$ cat src/rtl/rtc_irq_pkg.sv
package rtc_irq_pkg;
  localparam int NSRC    = 3;
  localparam int SRC_PER = 0;
  localparam int SRC_ALM = 1;
  localparam int SRC_UPD = 2;
  localparam int CTL_SQW = 3;
  localparam int STS_SUM = 3;

  function automatic logic [7:0] rst_clear_mask();
    logic [7:0] m;
    m = '0;
    for (int i = 0; i < NSRC; i++) m[i] = 1'b1;
    m[CTL_SQW] = 1'b1;
    return m;
  endfunction
endpackage

$ cat src/rtl/rtc_irq_flag.sv
module rtc_irq_flag (
  input  logic clk,
  input  logic rst,
  input  logic evt,
  input  logic clr,
  output logic flag_q,
  output logic flag_nxt
);
  // event wins over a clearing read so no event is lost
  always_comb begin
    if (rst)      flag_nxt = 1'b0;
    else if (evt) flag_nxt = 1'b1;
    else if (clr) flag_nxt = 1'b0;
    else          flag_nxt = flag_q;
  end

  always_ff @(posedge clk) flag_q <= flag_nxt;
endmodule

$ cat src/rtl/rtc_irq_ctrl_reg.sv
module rtc_irq_ctrl_reg #(
  parameter int W = 8,
  parameter logic [W-1:0] RST_MASK = '0
) (
  input  logic         clk,
  input  logic         rst,
  input  logic         wr,
  input  logic [W-1:0] wdata,
  output logic [W-1:0] ctrl_q,
  output logic [W-1:0] ctrl_nxt
);
  // reset clears only the masked bits; the rest keep their value
  always_comb begin
    if (rst)     ctrl_nxt = ctrl_q & ~RST_MASK;
    else if (wr) ctrl_nxt = wdata;
    else         ctrl_nxt = ctrl_q;
  end

  always_ff @(posedge clk) ctrl_q <= ctrl_nxt;
endmodule

$ cat src/rtl/rtc_irq_summary.sv
module rtc_irq_summary #(
  parameter int NSRC   = 3,
  parameter int STAT_W = 8,
  parameter int SUM_BIT = 3
) (
  input  logic              clk,
  input  logic              rst,
  input  logic [NSRC-1:0]   flag_q,
  input  logic [NSRC-1:0]   flag_nxt,
  input  logic [NSRC-1:0]   en_nxt,
  input  logic              rd,
  output logic [STAT_W-1:0] status_q,
  output logic              status_vld,
  output logic              irq_oe
);
  logic              sum_q;
  logic [STAT_W-1:0] snap;

  always_comb begin
    snap = '0;
    snap[NSRC-1:0] = flag_q;
    snap[SUM_BIT]  = sum_q;
  end

  always_ff @(posedge clk) begin
    if (rst) begin
      sum_q      <= 1'b0;
      status_q   <= '0;
      status_vld <= 1'b0;
    end else begin
      sum_q      <= |(flag_nxt & en_nxt);
      status_vld <= rd;
      if (rd) status_q <= snap;
    end
  end

  assign irq_oe = sum_q;
endmodule

$ cat src/rtl/rtc_irq_ctrl.sv
module rtc_irq_ctrl
  import rtc_irq_pkg::*;
#(
  parameter int CTRL_W = 8,
  parameter int STAT_W = 8
) (
  input  logic              clk,
  input  logic              rst,
  input  logic              evt_periodic,
  input  logic              evt_alarm,
  input  logic              evt_update,
  input  logic              ctrl_wr,
  input  logic [CTRL_W-1:0] ctrl_wdata,
  output logic [CTRL_W-1:0] ctrl_q,
  input  logic              status_rd,
  output logic [STAT_W-1:0] status_q,
  output logic              status_vld,
  output logic              irq_oe,
  output logic              irq_drv
);
  localparam logic [7:0] MASK8 = rst_clear_mask();
  localparam logic [CTRL_W-1:0] RST_MASK = CTRL_W'(MASK8);

  logic [NSRC-1:0]   evt_v;
  logic [NSRC-1:0]   flag_q;
  logic [NSRC-1:0]   flag_nxt;
  logic [CTRL_W-1:0] ctrl_nxt;

  always_comb begin
    evt_v          = '0;
    evt_v[SRC_PER] = evt_periodic;
    evt_v[SRC_ALM] = evt_alarm;
    evt_v[SRC_UPD] = evt_update;
  end

  for (genvar i = 0; i < NSRC; i++) begin : g_src
    rtc_irq_flag u_flag (
      .clk      (clk),
      .rst      (rst),
      .evt      (evt_v[i]),
      .clr      (status_rd),
      .flag_q   (flag_q[i]),
      .flag_nxt (flag_nxt[i])
    );
  end

  rtc_irq_ctrl_reg #(.W(CTRL_W), .RST_MASK(RST_MASK)) u_ctrl (
    .clk      (clk),
    .rst      (rst),
    .wr       (ctrl_wr),
    .wdata    (ctrl_wdata),
    .ctrl_q   (ctrl_q),
    .ctrl_nxt (ctrl_nxt)
  );

  rtc_irq_summary #(.NSRC(NSRC), .STAT_W(STAT_W), .SUM_BIT(STS_SUM)) u_sum (
    .clk        (clk),
    .rst        (rst),
    .flag_q     (flag_q),
    .flag_nxt   (flag_nxt),
    .en_nxt     (ctrl_nxt[NSRC-1:0]),
    .rd         (status_rd),
    .status_q   (status_q),
    .status_vld (status_vld),
    .irq_oe     (irq_oe)
  );

  assign irq_drv = 1'b0;
endmodule

$ cat config.mk
export PLATFORM = sky130hd
export DESIGN_NAME = rtc_irq_ctrl
export DESIGN_NICKNAME = d
export VERILOG_FILES = /design/src/rtl/rtc_irq_pkg.sv /design/src/rtl/rtc_irq_flag.sv /design/src/rtl/rtc_irq_ctrl_reg.sv /design/src/rtl/rtc_irq_summary.sv /design/src/rtl/rtc_irq_ctrl.sv
export SDC_FILE = /design/constraint.sdc
export NUM_CORES = 1
export LEC_CHECK = 0
export ABC_AREA = 1
export BUFFER_PORTS_ARGS = -buffer_cell sky130_fd_sc_hd__buf_2
export CELL_PAD_IN_SITES_DETAIL_PLACEMENT = 1
export CELL_PAD_IN_SITES_GLOBAL_PLACEMENT = 2
export CORE_MARGIN = 2
export CORE_UTILIZATION = 23
export CTS_BUF_LIST = sky130_fd_sc_hd__clkbuf_2
export DETAILED_ROUTE_END_ITERATION = 8
export GPL_ROUTABILITY_DRIVEN = 0
export GPL_TIMING_DRIVEN = 0
export PLACE_DENSITY_LB_ADDON = 0.1
export SLEW_MARGIN = 15
export SYNTH_ARGS = -nofsm -noshare
export SYNTH_HDL_FRONTEND = slang
export SYNTH_HIERARCHICAL = 1
export SYNTH_SLANG_ARGS = --single-unit
$ cat constraint.sdc
create_clock -name clk -period 0.9 [get_ports clk]
set_input_delay 0.09 -clock clk [delete_from_list [all_inputs] [get_ports clk]]
set_output_delay 0.09 -clock clk [all_outputs]
set_load 0.005 [all_outputs]
==> results.cfg <==
[timing]
timing.fmax_ghz = 1.187
setup_violations = 0
worst_clock_skew_ps = 1.316
holdWs_ps = 26.00
finalCritPeriodShare_pct = 93.62
finalCriticalPeriod_ps = 842.6
fin_ws_ps = 57.38
grt_setup_unrepaired = yes
hold_viol = 0
maxSlewViolCount = 0

[cells_and_area]
layout-drive-gt1-share_pct = 48.09
syn2layout_area_growth_pct = 41.56
antenna-diode-count = 0
final_common_cell = buf_2
fin_nets = 147
final_cell_mix = 27 x buf_2, 22 x nand2_1, 17 x nor2_1, 15 x dfxtp_2, 12 x inv_1

[floorplanning]
rows = 19
fp.dieH_microns = 58.15
die_w_microns = 58.15
core_area_sq_um = 2781
die_area_sq_um = 3381
start_util_pct = 24.25
ios = 34

[grt]
antenna_found_initial = 0
grt_pass1_vias = 630
grt_overflow = 0
track_usage_pct = 10.21
grt_pass1_wl_mm = 2.601
grt_max_degree = 11

[setup_path]
crit_chain = buf_2
cp_max_fo = 2
worst-path-stages = 1
worst_path_largest_cell_delay_ps = 360
crit_type = flip-flop to output port
required_ps = 810
rr_startpoint = g_src[0].u_flag/flag_q
crit_arrival_ps = 750
crit_path_top_delay_cell = dfxtp_1
cp-endpoint = irq_oe
rr_endpoint = u_sum/irq_oe
crit_start = u_sum/irq_oe
start_kind = flip-flop
setup.worst_path.end_class = output port
r2r_slack_ps = 70
ff2ff_path_depth = 6
cp.buffers_inverters = 1
crit_family = flip-flops

[logic_synthesis]
netlist_area_sq_um = 674.4
synth_top_area_share_pct = 50.46
synth_top_cell_by_area = dfxtp_1
ys_types = 11
yosys_warnings = 6
synth_seq_cells = 17
synth_area_leaders = dfxtp_1 50%, nand2_1 13%, nor2_1 9.5%
yosysSeqAreaShare_pct = 50.46
synth_cells = 92
avgSynthCellArea_sq_um = 7.330

[clock_tree]
cts_sinks = 17
cts_buffers = 3
cts_tree = yes
max-clock-path-buffers = 2
htreeDepth = 1
path_clk_slew_ps = 160
clock_latency_ps = 280
cts-root-buf = clkbuf_2

[routing]
drt_iter0_drc = 7
wl_mm = 1.580
ant_nets = 0
wire_per_inst_microns = 9.753
route.detailed.drc = 0
num_vias = 655
dr.pass1.iters = 2
via_per_inst = 4.043

[placement]
io_buffers = 28
dp_hpwl_mm = 1.253
pre_cts_slack_ps = -24.46

[run]
cap_viol_max_count = 0

[status]
status = completed

[power]
ir_worst_vdd_uv = 876.2
p_leak_nw = 0.5514
pwr_density_cell_nw_per_um2 = 1530

[hold_path]
holdPathStages = 3
hold_path_class = primary input to flip-flop
[flip-flops by register name, summed over array words and instances, names as in the netlist]
signal and flops:
g_src.u_flag/flag_q 3, u_ctrl/ctrl_q 8, u_sum/irq_oe 1, u_sum/status_q 4, u_sum/status_vld 1
[through the flow]
step | instances | power (mW) | util (%) | setup TNS, ps | area [sq um]
2_1_floorplan | 95 | 0.9813 | - | 0 | 685.7
4_1_cts | 160 | 1.469 | 32.52 | 0 | 904.6
6_report | 162 | 1.461 | 34.32 | 0 | 954.7
5_1_grt | 162 | 1.569 | 34.32 | -163.2 | 954.7
3_5_place_dp | 154 | 1.098 | 31.08 | -24.46 | 864.6
3_3_place_gp | 154 | 1.092 | 31.08 | -25.26 | 864.6
[final cells by class]
type	instances	area [sq um]
Buffer	6	48.80
Tap cell	31	38.79
Sequential cell	17	359.1
Fill cell	366	1827
Multi-Input combinational cell	58	254.0
Inverter	14	52.55
Clock buffer	4	20.02
Timing Repair Buffer	32	181.4
[synthesized netlist by cell type]
library cell and instances:
nor2_1 17, a21oi_2 3, buf_4 5, o21ai_0 4
inv_2 2, dfxtp_1 17, nand3_1 5, inv_1 12
conb_1 2, nand2_1 24, buf_6 1
[logic make-up (layout without fill, tap and decap cells)]
kind of cell / Yosys count / count (layout) / share of synthesized area, %
AOI/OAI and AO/OA: 7 / 7 / 6.865
buffers and inverters: 20 / 56 / 15.03
DFF: 17 / 17 / 50.46
other: 2 / 5 / 1.114
and+or+nand+nor: 46 / 46 / 26.53
[power by group]
group / switching (mW) / internal (mW) / total [mW]
Combinational: 0.126 / 0.133 / 0.260
Clock: 0.232 / 0.118 / 0.350
Sequential: 0.0271 / 0.824 / 0.852
[worst reg2reg max path: stages, from the launching register on]
cell     delay [ps]
dfxtp_2         370
nand2_2          50
a21oi_2         130
nand2_1          80
nand3_2          70
nand2_1          40
inv_1            40
[worst min path at each step]
stage	start	endpoint	slack [ps]
after floorplan	rst	g_src[0].u_flag/flag_q	160
after global placement	ctrl_wdata[5]	u_ctrl/ctrl_q[5]	320
after detailed placement	ctrl_wdata[5]	u_ctrl/ctrl_q[5]	330
after CTS	ctrl_wdata[4]	u_ctrl/ctrl_q[4]	6
after global routing	ctrl_wdata[4]	u_ctrl/ctrl_q[4]	-1
final	ctrl_wdata[4]	u_ctrl/ctrl_q[4]	30
[what timing repair did]
action	4_1_cts	5_1_grt
hold buffers	2	0
setup endpoints to repair	0	14
resized for setup	0	19
endpoints found under the hold margin	2	0
setup buffers	0	2
[metal layers]
| layer | up-vias | wire length (microns) | track usage [%] |
|---|---|---|---|
| li1 | 341 | - | - |
| met1 | 295 | 683 | 11.57 |
| met2 | 17 | 790 | 17.21 |
| met3 | 2 | 93 | 4.688 |
| met4 | 0 | 13 | 2.990 |
| met5 | - | 0 | 0 |
(Power assumes the default switching activity.)
